### config.mk
export PLATFORM = sky130hd
export DESIGN_NAME = l4_exc_check
export DESIGN_NICKNAME = d
export VERILOG_FILES = /design/src/rtl/l4x_pkg.sv /design/src/rtl/l4x_len_gate.sv /design/src/rtl/l4x_port_zero.sv /design/src/rtl/l4x_flag_class.sv /design/src/rtl/l4x_resolve.sv /design/src/rtl/l4_exc_check.sv
export SDC_FILE = /design/constraint.sdc
export NUM_CORES = 1
export LEC_CHECK = 0
export BUFFER_PORTS_ARGS = -buffer_cell sky130_fd_sc_hd__buf_2
export CAP_MARGIN = 25
export CORE_MARGIN = 2
export CORE_UTILIZATION = 29
export CTS_BUF_LIST = sky130_fd_sc_hd__clkbuf_2
export CTS_CLUSTER_DIAMETER = 150
export DETAILED_ROUTE_END_ITERATION = 8
export PLACE_DENSITY_LB_ADDON = 0.3
export SLEW_MARGIN = 20
export SYNTH_ARGS = -nofsm -noshare
export SYNTH_HDL_FRONTEND = slang
export SYNTH_HIERARCHICAL = 1
export SYNTH_SLANG_ARGS = --single-unit
### constraint.sdc
create_clock -name clk -period 0.8 [get_ports clk]
set_input_delay 0.16 -clock clk [delete_from_list [all_inputs] [get_ports clk]]
set_output_delay 0.16 -clock clk [all_outputs]
set_load 0.1 [all_outputs]
### src/rtl/l4x_pkg.sv
package l4x_pkg;

   typedef enum logic [3:0] {
      L4X_OK       = 4'd0,
      L4X_SHORT    = 4'd1,
      L4X_CSUM     = 4'd2,
      L4X_LEN      = 4'd3,
      L4X_PORT0    = 4'd4,
      L4X_FIN_ONLY = 4'd8,
      L4X_NO_FLAGS = 4'd9,
      L4X_FIN_RST  = 4'd10,
      L4X_SYN_URG  = 4'd11,
      L4X_SYN_RST  = 4'd12,
      L4X_SYN_FIN  = 4'd13
   } l4x_code_e;

   // flag bit positions inside the TCP flag byte
   localparam int unsigned FLG_FIN = 0;
   localparam int unsigned FLG_SYN = 1;
   localparam int unsigned FLG_RST = 2;
   localparam int unsigned FLG_URG = 5;

   // number of flag rules, evaluated in ascending code order
   localparam int unsigned NRULES = 6;

   typedef struct packed {
      logic       short_hdr;
      logic       csum_bad;
      logic       len_bad;
      logic       port_zero;
      logic       flag_hit;
      logic [3:0] flag_code;
   } l4x_hits_t;

endpackage

### src/rtl/l4x_len_gate.sv
module l4x_len_gate #(
   parameter int unsigned LEN_W         = 16,
   parameter int unsigned TCP_HDR_BYTES = 20,
   parameter int unsigned UDP_HDR_BYTES = 8,
   parameter bit          TCP_LEN_CHECK = 1'b1
) (
   input  logic             is_tcp,
   input  logic [LEN_W-1:0] avail_len,
   input  logic [LEN_W-1:0] ip_len,
   input  logic [LEN_W-1:0] l4_len,
   output logic             short_hdr,
   output logic             len_bad
);
   localparam logic [LEN_W-1:0] TCP_MIN = LEN_W'(TCP_HDR_BYTES);
   localparam logic [LEN_W-1:0] UDP_MIN = LEN_W'(UDP_HDR_BYTES);

   logic [LEN_W-1:0] min_len;
   logic             len_differs;

   assign min_len     = is_tcp ? TCP_MIN : UDP_MIN;
   assign short_hdr   = (avail_len < min_len);
   assign len_differs = (l4_len != ip_len);

   generate
      if (TCP_LEN_CHECK) begin : g_len_both
         assign len_bad = len_differs;
      end else begin : g_len_udp_only
         assign len_bad = len_differs & ~is_tcp;
      end
   endgenerate
endmodule

### src/rtl/l4x_port_zero.sv
module l4x_port_zero #(
   parameter int unsigned PORT_W = 16
) (
   input  logic [PORT_W-1:0] src_port,
   input  logic [PORT_W-1:0] dst_port,
   output logic              port_zero
);
   assign port_zero = (src_port == '0) | (dst_port == '0);
endmodule

### src/rtl/l4x_flag_class.sv
module l4x_flag_class
   import l4x_pkg::*;
#(
   parameter int unsigned FLAG_W = 8
) (
   input  logic              is_tcp,
   input  logic [FLAG_W-1:0] flags,
   output logic              hit,
   output logic [3:0]        code
);
   function automatic logic [FLAG_W-1:0] rule_mask(input int unsigned idx);
      logic [FLAG_W-1:0] m;
      m = '0;
      case (idx)
         0, 1:    m = '1;
         2:       begin m[FLG_FIN] = 1'b1; m[FLG_RST] = 1'b1; end
         3:       begin m[FLG_SYN] = 1'b1; m[FLG_URG] = 1'b1; end
         4:       begin m[FLG_SYN] = 1'b1; m[FLG_RST] = 1'b1; end
         default: begin m[FLG_SYN] = 1'b1; m[FLG_FIN] = 1'b1; end
      endcase
      return m;
   endfunction

   function automatic logic [FLAG_W-1:0] rule_value(input int unsigned idx);
      logic [FLAG_W-1:0] v;
      case (idx)
         0:       begin v = '0; v[FLG_FIN] = 1'b1; end
         1:       v = '0;
         default: v = rule_mask(idx);
      endcase
      return v;
   endfunction

   logic [NRULES-1:0] match;

   generate
      for (genvar gi = 0; gi < NRULES; gi++) begin : g_rule
         localparam logic [FLAG_W-1:0] MASK = rule_mask(gi);
         localparam logic [FLAG_W-1:0] VAL  = rule_value(gi);
         assign match[gi] = is_tcp & ((flags & MASK) == VAL);
      end
   endgenerate

   always_comb begin
      hit  = |match;
      code = 4'd0;
      for (int i = NRULES - 1; i >= 0; i--) begin
         if (match[i]) code = 4'(int'(L4X_FIN_ONLY) + i);
      end
   end
endmodule

### src/rtl/l4x_resolve.sv
module l4x_resolve
   import l4x_pkg::*;
(
   input  logic       clk,
   input  logic       rst_n,
   input  logic       vld,
   input  l4x_hits_t  hits,
   output logic       done,
   output logic [3:0] code
);
   logic [3:0] sel;

   always_comb begin
      if (hits.short_hdr)      sel = L4X_SHORT;
      else if (hits.csum_bad)  sel = L4X_CSUM;
      else if (hits.len_bad)   sel = L4X_LEN;
      else if (hits.port_zero) sel = L4X_PORT0;
      else if (hits.flag_hit)  sel = hits.flag_code;
      else                     sel = L4X_OK;
   end

   always_ff @(posedge clk or negedge rst_n) begin
      if (!rst_n) begin
         done <= 1'b0;
         code <= 4'd0;
      end else begin
         done <= vld;
         code <= vld ? sel : 4'd0;
      end
   end
endmodule

### src/rtl/l4_exc_check.sv
module l4_exc_check
   import l4x_pkg::*;
#(
   parameter int unsigned LEN_W         = 16,
   parameter int unsigned PORT_W        = 16,
   parameter int unsigned FLAG_W        = 8,
   parameter int unsigned TCP_HDR_BYTES = 20,
   parameter int unsigned UDP_HDR_BYTES = 8,
   parameter bit          TCP_LEN_CHECK = 1'b1
) (
   input  logic              clk,
   input  logic              rst_n,
   input  logic              in_vld,
   input  logic              in_is_tcp,
   input  logic [LEN_W-1:0]  in_avail_len,
   input  logic [LEN_W-1:0]  in_ip_len,
   input  logic [LEN_W-1:0]  in_l4_len,
   input  logic [PORT_W-1:0] in_src_port,
   input  logic [PORT_W-1:0] in_dst_port,
   input  logic [FLAG_W-1:0] in_tcp_flags,
   input  logic              in_csum_ok,
   output logic              out_done,
   output logic [3:0]        out_code
);
   localparam int unsigned LEN_MAX = (1 << LEN_W) - 1;

   generate
      if (FLAG_W < FLG_URG + 1) begin : g_bad_flag_w
         $error("l4_exc_check: FLAG_W too narrow for the URG bit");
      end
      if (TCP_HDR_BYTES > LEN_MAX || UDP_HDR_BYTES > LEN_MAX) begin : g_bad_len_w
         $error("l4_exc_check: LEN_W cannot hold the header minimum");
      end
      if (PORT_W == 0) begin : g_bad_port_w
         $error("l4_exc_check: PORT_W must be nonzero");
      end
   endgenerate

   l4x_hits_t hits;

   l4x_len_gate #(
      .LEN_W(LEN_W), .TCP_HDR_BYTES(TCP_HDR_BYTES),
      .UDP_HDR_BYTES(UDP_HDR_BYTES), .TCP_LEN_CHECK(TCP_LEN_CHECK)
   ) u_len (
      .is_tcp(in_is_tcp), .avail_len(in_avail_len), .ip_len(in_ip_len),
      .l4_len(in_l4_len), .short_hdr(hits.short_hdr), .len_bad(hits.len_bad)
   );

   l4x_port_zero #(.PORT_W(PORT_W)) u_port (
      .src_port(in_src_port), .dst_port(in_dst_port), .port_zero(hits.port_zero)
   );

   l4x_flag_class #(.FLAG_W(FLAG_W)) u_flag (
      .is_tcp(in_is_tcp), .flags(in_tcp_flags),
      .hit(hits.flag_hit), .code(hits.flag_code)
   );

   assign hits.csum_bad = ~in_csum_ok;

   l4x_resolve u_res (
      .clk(clk), .rst_n(rst_n), .vld(in_vld), .hits(hits),
      .done(out_done), .code(out_code)
   );
endmodule

Word level (Yosys, flattened, before mapping)
Cells that the tools add are included.
{"block": "totals", "ff_bits": 5, "input_bits": 93, "output_inout_bits": 5, "word_cells": 33}
{"block": "op_classes", "n_lt_le_gt_ge": 1, "n_eq_ne": 6, "n_mux": 13, "bitwise": 7, "n_reduce_logical": 4}
{"op": "2-to-1 mux 4 bit", "n": 12}
{"op": "zero test 16 bit", "n": 2}
{"op": "< comparator 16 bit", "n": 1}
{"op": "!= test 16 bit", "n": 1}
{"op": "equality test 2 bit, second input constant", "n": 4}
{"op": "equality test 8 x 1 -> 1 bit, second input constant", "n": 1}
{"op": "zero test 8 bit", "n": 1}
{"op": "bitwise AND 1 bit", "n": 6}
{"op": "OR reduction 6 bit", "n": 1}
{"op": "2-to-1 mux 5 bit", "n": 1}
{"op": "OR 1 bit", "n": 1}

Longest topological paths before layout
{"block": "logic_depth", "word_depth": 14, "mapped_depth": 7, "mapped_depth_nobuf": 7}

By module
The synthesis kept the hierarchy.
{"module": "l4x_len_gate", "n_inst": 1, "cells_each": 31, "area_per_inst_um2": 242.7, "seq_area_each_um2": 0.0}
{"module": "l4x_resolve", "n_inst": 1, "cells_each": 16, "area_per_inst_um2": 203.9, "seq_area_each_um2": 125.1}
{"module": "l4x_flag_class", "n_inst": 1, "cells_each": 12, "area_per_inst_um2": 103.8, "seq_area_each_um2": 0.0}
{"module": "l4x_port_zero", "n_inst": 1, "cells_each": 11, "area_per_inst_um2": 72.6, "seq_area_each_um2": 0.0}
{"module": "l4_exc_check", "n_inst": 1, "cells_each": 1, "area_per_inst_um2": 3.8, "seq_area_each_um2": 0.0}

Worst setup path after synthesis
Ideal clock, no wire load.
{"block": "synth_timing", "path_type": "input to register", "start": "in in_ip_len[2]", "end": "reg u_res.code[0]", "setup_ps": 124, "t_arrival_ps": 1140, "t_required_ps": 676, "setup_slack_ps": -464, "stages": 5, "path_buffers": 0, "path_cell_list": "xor2_1 nor4_1 nand4_1 and2b_4 o31a_1"}
{"element": "start, declared", "line": "l4_exc_check.sv:16", "source": "input logic [LEN_W-1:0] in_ip_len,"}
{"element": "end signal, assigned", "line": "l4x_resolve.sv:28", "source": "code <= vld ? sel : 4'd0;"}
{"element": "end, declared", "line": "l4x_resolve.sv:9", "source": "output logic [3:0] code"}

==> results.sh <==
export IMPL_cts_reportedPaths_clkPinSlew_ps=60
export IMPL_crit_fanout=4
export IMPL_hold_violations=0
export IMPL_yosysWarnings=6
export IMPL_internal_power_w=0.000726
export IMPL_cp_arrival_ps=1290
export IMPL_vdd_ir_drop_worst_mv=0.471
export IMPL_synth_top_cells_by_count="nor4_1, xor2_1, dfrtp_1, nand3b_1"
export IMPL_diodes=0
export IMPL_setup_viol=9
export IMPL_grt_pass1_vias=1085
export IMPL_cts_tree="built"
export IMPL_synth_seq_cells=5
export IMPL_area_delta_synth_final_pct=133
export IMPL_die_h_um=50.5
export IMPL_ys_types=24
export IMPL_nets=274
export IMPL_syn_num_nets=166
export IMPL_synth_cells=71
export IMPL_dr_pass1_iters=4
export IMPL_met2_length_um=1380
export IMPL_wl_met1_um=816
export IMPL_fill_cells=156
export IMPL_cts_sinks=5
export IMPL_start_util_pct=31.3
export IMPL_grt_max_degree=9
export IMPL_swShare_pct=34.5
export IMPL_min_path_type="input pin to register"
export IMPL_route_detailed_drc=0
export IMPL_wl_met3_um=147
export IMPL_syn_cell_area_sq_um=627
export IMPL_ys_seq_area_share_pct=20.0
export IMPL_tns_ps=-2330
export IMPL_portBuffers=95
export IMPL_max_slew_worst_pin_slew_ps=262
export IMPL_via_per_inst=4.84
export IMPL_power_leakage_nw=0.705
export IMPL_violations="setup timing"
export IMPL_yosys_top_cells_area="xor2_1, dfrtp_1, nor4_1, nand3b_1, ha_1"
export IMPL_cts_buffers=3
export IMPL_drive_above_1_share_pct=74.7
export IMPL_top_layer_used="met3"
export IMPL_grt_overflow=0
export IMPL_pwr_share_comb_pct=53.8
export IMPL_worstSetupStartpointType="input pin"
export IMPL_drv_slew=0
export IMPL_rsz0062_at_grt="true"
export IMPL_num_rows=16
export IMPL_maxSlewHeadroom_pct=82.4
export IMPL_p_clk_share_pct=21.5
export IMPL_synth_ff_type="dfrtp_1"
export IMPL_synth_edf_count=0
export IMPL_worstSetupStartpoint="in_dst_port[1]"
export IMPL_gr_usage_all_layers_pct=20.0
export IMPL_drv_cap=0
export IMPL_synth_top_area_cell="xor2_1"
export IMPL_die_w_um=50.5
export IMPL_final_core_util_pct=73.1
export IMPL_grt_pass1_wl_um=4000
export IMPL_synth_top_area_share_pct=22.4
export IMPL_drtAntennaViolNets=0
export IMPL_status="complete, but fails checks"
export IMPL_num_vias=992
export IMPL_async_reset_ff_share_pct=100
export IMPL_fmax_mhz=848
export IMPL_crit_type="input pin to register"
export IMPL_htreeDepth=1
export IMPL_seq_power_share_pct=24.7
export IMPL_required_ps=910
export IMPL_multi_input_area_sq_um=612
export IMPL_wl_per_cell_um=11.4
export IMPL_layout_setup_ws_ps=-380
export IMPL_period_needed_ps=1180
export IMPL_ioPinCount=98
export IMPL_core_area_sq_um=2000
export IMPL_wl_um=2340
export IMPL_drt_iter0_drc=7
export IMPL_avgSynthCellArea_sq_um=8.83
export IMPL_clock_path_buffers=2
export IMPL_dp_slack_ps=-634
export IMPL_antenna_found_initial=0
export IMPL_die_area_sq_um=2550
export IMPL_cts_root_buf="clkbuf_2"
export IMPL_switching_power_w=0.000382
export IMPL_seq_area_sq_um=144
export IMPL_end_kind="register"
export IMPL_min_from="in_vld"
export IMPL_gp_congestion=0.741
export IMPL_powerDensity_nw_per_um2=757
export IMPL_period_share_pct=147
export IMPL_dp_hpwl_um=2080
==> layout make-up <==
cell class | count | share of cell area, %
timing repair buffer | 103 | 44.0
inverter | 2 | 0.684
sequential | 5 | 9.84
tap | 27 | 2.31
multi-input combinational | 64 | 41.8
clock buffer | 4 | 1.37
==> power groups by stage <==
stage,clock [W],sequential [W],combinational (W)
floorplan,0,0.000336,0.000140
global placement,0,0.000278,0.000512
detailed placement,0,0.000279,0.000531
CTS,0.000233,0.000274,0.000565
global route,0.000272,0.000274,0.000646
finish,0.000238,0.000273,0.000596
==> critical path: stages <==
cell      delay, ps
buf_2           100
nor4_1          280
nand4_1         140
nand2_1         120
and4bb_1        220
o31a_1          270
==> worst paths after layout <==
check                                     endpoint  slack [ps]  cells past startpoint
max in group asynchronous  u_res/code[3]$_DFF_PN0_         370                      2
min                           u_res/done$_DFF_PN0_         110                      1
min in group asynchronous     u_res/done$_DFF_PN0_         280                      2
max                        u_res/code[0]$_DFF_PN0_        -380                      6
==> state kept, by name (all words and copies together) (netlist names) <==
| register | cells |
|---|---|
| u_res/code | 4 |
| u_res/done | 1 |
==> metrics by stage <==
step / area, sq um / total power, W / hold slack [ps] / std cells
floorplan: 674 / 0.000476 / -136 / 71
global placement: 1300 / 0.000791 / -24.5 / 198
detailed placement: 1300 / 0.000810 / -23.4 / 198
CTS: 1390 / 0.00107 / 115 / 204
global route: 1460 / 0.00119 / 85.3 / 205
finish: 1460 / 0.00111 / 113 / 205
==> logic make-up (layout without fill, tap and decap cells) <==
family	Yosys count	in the layout	share of synthesized area [%]
xor+xnor	16	16	22.4
fa+ha+maj	2	2	3.99
buf+inv	2	109	1.20
compound gates	9	9	10.4
flops	5	5	20.0
simple gates	37	37	42.1
==> metal layers <==
metal	vias to the layer above	GRT usage [%]
li1	496	-
met1	446	17.9
met2	50	40.6
met3	0	4.46
met4	0	10.4
met5	-	0
==> repair_timing <==
action / CTS / global route
hold buffers: 1 / 0
setup buffers: 1 / 1
setup endpoints to repair: 9 / 9
gates resized for setup: 13 / 12
hold endpoints to repair: 5 / 0
pin swaps: 10 / 3
==> placed cells by master (no fill, tap or decap), types with 2 or more instances in the layout <==
master	netlist	layout
a21oi_2	0	2
a22oi_2	1	2
buf_12	0	6
buf_2	0	86
buf_4	0	8
buf_6	0	2
clkbuf_2	0	4
dfrtp_4	0	5
nand3b_1	5	5
nand4_1	3	3
nor4_1	16	9
nor4_2	2	7
nor4_4	0	2
xor2_1	16	16
Power figures use the tool's default switching activity.
